### config.mk
export PLATFORM = sky130hd
export DESIGN_NAME = crc_serial_engine
export DESIGN_NICKNAME = d
export VERILOG_FILES = /design/src/rtl/crc_lfsr_pkg.sv /design/src/rtl/crc_input_gate.sv /design/src/rtl/crc_feedback_net.sv /design/src/rtl/crc_state_reg.sv /design/src/rtl/crc_serial_engine.sv
export SDC_FILE = /design/constraint.sdc
export NUM_CORES = 1
export LEC_CHECK = 0
export BUFFER_PORTS_ARGS = -buffer_cell sky130_fd_sc_hd__buf_4
export CAP_MARGIN = 30
export CORE_AREA = 2 2 39 41
export CTS_CLUSTER_SIZE = 14
export DETAILED_ROUTE_END_ITERATION = 10
export DIE_AREA = 0 0 41 43
export GPL_TIMING_DRIVEN = 0
export SLEW_MARGIN = 20
export SYNTH_ARGS = -nofsm -noshare
export SYNTH_HDL_FRONTEND = slang
export SYNTH_SLANG_ARGS = --single-unit
### constraint.sdc
create_clock -name clk -period 1.3 [get_ports clk]
set_input_delay 0.26 -clock clk [delete_from_list [all_inputs] [get_ports clk]]
set_output_delay 0.26 -clock clk [all_outputs]
set_load 0.05 [all_outputs]
### src/rtl/crc_lfsr_pkg.sv
// Package: crc_lfsr_pkg
// Purpose : holds the feedback tap masks of the primitive polynomials that
//           the serial CRC engine supports, indexed by register width.
// Assumes : bit k of a mask is set when the polynomial has an x^k term
//           (k < width); the leading x^width term is implied.
package crc_lfsr_pkg;

    localparam int unsigned MAX_WIDTH = 16;

    // Return the low-order tap mask for a primitive polynomial of degree w.
    function automatic logic [MAX_WIDTH-1:0] tap_mask(input int unsigned w);
        logic [MAX_WIDTH-1:0] m;
        case (w)
            2:       m = 16'h0003;  // x^2+x+1
            3:       m = 16'h0003;  // x^3+x+1
            4:       m = 16'h0003;  // x^4+x+1
            5:       m = 16'h0005;  // x^5+x^2+1
            6:       m = 16'h0003;  // x^6+x+1
            7:       m = 16'h0003;  // x^7+x+1
            8:       m = 16'h001D;  // x^8+x^4+x^3+x^2+1
            16:      m = 16'h002D;  // x^16+x^5+x^3+x^2+1
            default: m = 16'h0000;
        endcase
        return m;
    endfunction

endpackage

### src/rtl/crc_input_gate.sv
// Module : crc_input_gate
// Purpose: picks the bit the register absorbs on this edge; in zero-fill
//          mode the serial input is replaced by a constant zero.
// Assumes: ser_in is already synchronous to the engine clock.
module crc_input_gate (
    input  logic ser_in,
    input  logic zero_fill,
    output logic absorb_bit
);

    // Mask the serial input while zero-fill mode is selected.
    always_comb begin
        absorb_bit = ser_in & ~zero_fill;
    end

endmodule

### src/rtl/crc_feedback_net.sv
// Module : crc_feedback_net
// Purpose: next-state logic of a Galois-form divider. The top state bit is
//          the feedback; each bit takes its lower neighbour, XORed with the
//          feedback where the tap mask has a 1. Bit 0 also takes the
//          absorbed serial bit.
// Assumes: TAPS has a 1 in bit 0 (every primitive polynomial has x^0).
module crc_feedback_net #(
    parameter int unsigned WIDTH = 8,
    parameter logic [WIDTH-1:0] TAPS = '1
) (
    input  logic [WIDTH-1:0] cur_state,
    input  logic             absorb_bit,
    output logic [WIDTH-1:0] nxt_state
);

    logic feedback;

    // Feedback comes from the most significant flip-flop.
    always_comb begin
        feedback = cur_state[WIDTH-1];
    end

    for (genvar i = 0; i < WIDTH; i++) begin : g_stage
        if (i == 0) begin : g_first
            if (TAPS[0]) begin : g_tap
                assign nxt_state[0] = absorb_bit ^ feedback;
            end else begin : g_plain
                assign nxt_state[0] = absorb_bit;
            end
        end else begin : g_upper
            if (TAPS[i]) begin : g_tap
                assign nxt_state[i] = cur_state[i-1] ^ feedback;
            end else begin : g_plain
                assign nxt_state[i] = cur_state[i-1];
            end
        end
    end

endmodule

### src/rtl/crc_state_reg.sv
// Module : crc_state_reg
// Purpose: the WIDTH flip-flops of the divider, with a load enable and a
//          synchronous active-low clear that takes priority over the enable.
// Assumes: rst_n is synchronous to clk.
module crc_state_reg #(
    parameter int unsigned WIDTH = 8
) (
    input  logic             clk,
    input  logic             rst_n,
    input  logic             load,
    input  logic [WIDTH-1:0] d,
    output logic [WIDTH-1:0] q
);

    // Clear on reset, load when enabled, hold otherwise.
    always_ff @(posedge clk) begin
        if (!rst_n) begin
            q <= '0;
        end else if (load) begin
            q <= d;
        end
    end

endmodule

### src/rtl/crc_serial_engine.sv
// Module : crc_serial_engine
// Purpose: serial CRC engine. On each enabled edge it absorbs one bit
//          (earliest bit first) into a Galois shift register that reduces
//          the stream modulo a fixed primitive polynomial of degree WIDTH.
//          The state is the check bits of a message or the syndrome of a
//          received codeword.
// Assumes: WIDTH is one of the widths listed in crc_lfsr_pkg::tap_mask.
module crc_serial_engine #(
    parameter int unsigned WIDTH = 8
) (
    input  logic             clk,
    input  logic             rst_n,
    input  logic             shift_en,
    input  logic             ser_in,
    input  logic             zero_fill,
    output logic [WIDTH-1:0] crc_state
);

    localparam logic [crc_lfsr_pkg::MAX_WIDTH-1:0] FULL_MASK = crc_lfsr_pkg::tap_mask(WIDTH);
    localparam logic [WIDTH-1:0] TAPS = FULL_MASK[WIDTH-1:0];

    logic             absorb_bit;
    logic [WIDTH-1:0] nxt_state;
    logic [WIDTH-1:0] cur_state;

    crc_input_gate u_gate (
        .ser_in     (ser_in),
        .zero_fill  (zero_fill),
        .absorb_bit (absorb_bit)
    );

    crc_feedback_net #(
        .WIDTH (WIDTH),
        .TAPS  (TAPS)
    ) u_fb (
        .cur_state  (cur_state),
        .absorb_bit (absorb_bit),
        .nxt_state  (nxt_state)
    );

    crc_state_reg #(
        .WIDTH (WIDTH)
    ) u_reg (
        .clk   (clk),
        .rst_n (rst_n),
        .load  (shift_en),
        .d     (nxt_state),
        .q     (cur_state)
    );

    // Present the register contents on the output.
    always_comb begin
        crc_state = cur_state;
    end

endmodule

==> flow_metrics.py <==
metrics = {
    "sta": {
        "fin_worst_hold_slack_ns": 0.280,
        "unrepaired_setup_endpoints_after_global_routing": "false",
        "final.setup_skew_ns": 0.00308,
        "max_freq_ghz": 0.872,
        "slew_viol_final": 0,
        "hold_viol": 0,
        "layout_min_cycle_time_ns": 1.15,
        "setup_violations": 0,
        "relSlewSlack_pct": 87.5,
        "setup-tns-final_ns": 0,
        "transition_at_the_pin_with_the_smallest_max_transition_slack_ns": 0.185,
        "min_period_over_period_pct": 88.2,
    },
    "synthesis": {
        "ys_top_cells_by_area": "dfxtp_1, mux2i_1, buf_4, xnor2_1, nor2b_1",
        "synthesis.nets": 41,
        "yosys.area_share.adder_pct": 0,
        "synthesized_instance_count": 36,
        "synthesis.area_per_instance_um2": 10.6,
        "post_synth_num_cell_types": 12,
        "complex_gate_fraction_of_the_synthesized_area_pct": 12.5,
        "ys_ff_latch": 8,
        "yosysWarnings": 0,
        "seq_area_frac_synth_pct": 42.0,
        "synth_top_family_by_area": "simple AND/OR/NAND/NOR gates",
        "yosys-mux-area-fraction_pct": 10.5,
        "syn-cell-area_um2": 382,
        "synth_largest_type_area_fraction_pct": 42.0,
        "yosysTopAreaCell": "dfxtp_1",
        "yosys.area_share.simple_pct": 14.4,
        "post_synth_xor_area_fraction_pct": 6.89,
    },
    "final_layout": {
        "nets": 58,
        "layout.cells.most_common_list": "buf_4, dfxtp_1, o21ai_0, mux2i_1, nor2b_1",
        "area.growth.synth_to_final_pct": 34.8,
        "largest_register_ffs": 8,
        "registers.top_by_ff_count": "u_reg.q",
        "final_common_cell": "buf_4",
        "largestRegisters": "u_reg.q x8",
        "antenna-diode-count": 0,
        "layout-drive-gt1-share_pct": 45.1,
    },
    "setup_path": {
        "r2r_cells": 3,
        "cp_max_fo": 3,
        "critical_path_required_ns": 1.04,
        "crit_start": "u_reg.q[0]$_SDFFE_PN0P_",
        "r2r-end": "u_reg.q[0]$_SDFFE_PN0P_",
        "rrSetupSlack_ns": 0.42,
        "r2r_start": "u_reg.q[7]$_SDFFE_PN0P_",
        "timing.critical_path.from_type": "flip-flop",
        "worstPathCellList": "buf_4 > buf_4",
        "crit_type": "reg -> out",
        "timing.critical_path.to_type": "primary output",
        "worst_path_largest_cell_delay_ns": 0.35,
        "setup.worst_path.end": "crc_state[0]",
        "cpMaxStageDelayCell": "dfxtp_1",
        "crit_top_cell": "buf_4",
        "timing.critical_path.arrival_ns": 0.89,
    },
    "global_route": {
        "pin_count_of_the_biggest_net_entering_global_routing": 11,
        "antenna_found_initial": 0,
        "first_global_vias": 264,
        "wire_length_of_the_first_global_routing_pass_mm": 1.10,
        "gr-usage-all-layers_pct": 9.96,
        "globalRouteOverflowTotal": 0,
    },
    "detailed_routing": {
        "first_iter_violations": 3,
        "detail-route-antenna-nets": 0,
        "detailroute.via_count": 292,
        "drt_pass1_iterations": 4,
        "vias_per_cell": 4.36,
        "post_drt_wl_per_cell_um": 9.72,
        "drt_drc_violations_left": 0,
        "detail_route.wirelength_um": 651,
    },
    "floorplanning": {
        "i_o_pin_total": 13,
        "area_of_the_die_um2": 1760,
        "rows": 14,
        "initial_utilization_pct": 27.6,
        "floorplan.core_area_um2": 1380,
        "die_h_um": 43,
        "die-width_um": 41,
    },
    "worst_hold_path": {
        "hp-class": "in -> reg",
    },
    "clock_network": {
        "cts-buffers-inserted": 3,
        "htreeDepth": 1,
        "cts_hold_fix_bufs": 0,
        "cts.sinks": 8,
        "clkSlewWorstSetupHoldPaths_ns": 0.05,
        "ctsLongestPathBuffers": 2,
        "clock_tree_from_tritoncts": "yes",
        "cts_root_buffer": "clkbuf_4",
        "cts-resized-gates": 0,
        "clock_insertion_delay_worst_skew_ns": 0.25,
        "setup_buffers_after_cts": 0,
    },
    "status": {
        "outcome": "complete, no violations",
    },
    "power_and_ir_drop": {
        "power.density_nw_per_um2": 1080,
        "p_leak_nw": 0.232,
        "irDropWorstVdd_mv": 0.394,
    },
    "place": {
        "portBuffers": 12,
        "post-dp-hpwl_um": 490,
        "gp_routability_congestion": 0.665,
    },
    "job": {
        "maxCapViolCount": 0,
    },
}
## cell usage after synthesis (all sizes together)
master	count
a21oi	3
dfxtp	8
nor2b	5
nand2b	1
buf	6
and4b	1
xnor2	3
mux2i	4
a211oi	1
o21ai	4
## through the flow
stage | cells | setup slack (ns) | power (mW) | utilization [%] | instance area (um2)
4_1_cts | 67 | 0.130 | 0.571 | 37.2 | 514
3_3_place_gp | 64 | 0.378 | 0.379 | 35.5 | 492
3_5_place_dp | 64 | 0.375 | 0.380 | 35.5 | 492
5_1_grt | 67 | 0.0873 | 0.598 | 37.2 | 514
2_1_floorplan | 36 | 0.114 | 0.345 | - | 382
6_report | 67 | 0.153 | 0.558 | 37.2 | 514
## report_power, final
group          internal, mW  switching (mW)
clock network         0.105          0.0777
logic                0.0479          0.0618
registers             0.256         0.00858
total                 0.410           0.148
## logic make-up (layout without fill, tap and decap cells)
group / Yosys count / in the layout
compound gates: 8 / 8
flops: 8 / 8
simple gates: 7 / 7
buf+inv: 6 / 21
mux: 4 / 4
xor+xnor: 3 / 3
## critical path, delay by kind of cell, from the launching register on
family	cells	cell delay, ns
DFF	1	0.35
buffers and inverters	2	0.29
## cell type report
class | instances | area, um2
repair buffers | 12 | 90.1
plain buffers | 6 | 52.6
clock buffers | 3 | 22.5
well taps | 16 | 20.0
fillers | 142 | 870
flip-flops and latches | 8 | 160
multi-input cells | 22 | 169
## how the worst min path moves through the flow
stage | slack [ns] | start | cells after the start | end
floorplan | 0.39 | rst_n | 1 | u_reg.q[1]$_SDFFE_PN0P_
global placement | 0.52 | u_reg.q[5]$_SDFFE_PN0P_ | 2 | u_reg.q[5]$_SDFFE_PN0P_
detailed placement | 0.53 | u_reg.q[5]$_SDFFE_PN0P_ | 2 | u_reg.q[5]$_SDFFE_PN0P_
CTS | 0.27 | rst_n | 2 | u_reg.q[7]$_SDFFE_PN0P_
global route | 0.29 | rst_n | 2 | u_reg.q[7]$_SDFFE_PN0P_
finish | 0.28 | rst_n | 2 | u_reg.q[7]$_SDFFE_PN0P_
## layer usage
metal	up-vias	share of wire (%)	track usage (%)
li1	150	-	-
met1	129	45	11.0
met2	11	46	12.8
met3	2	6.8	4.71
met4	0	2.2	10.0
met5	-	0	0
No activity file was read; power rests on OpenSTA's default activity.
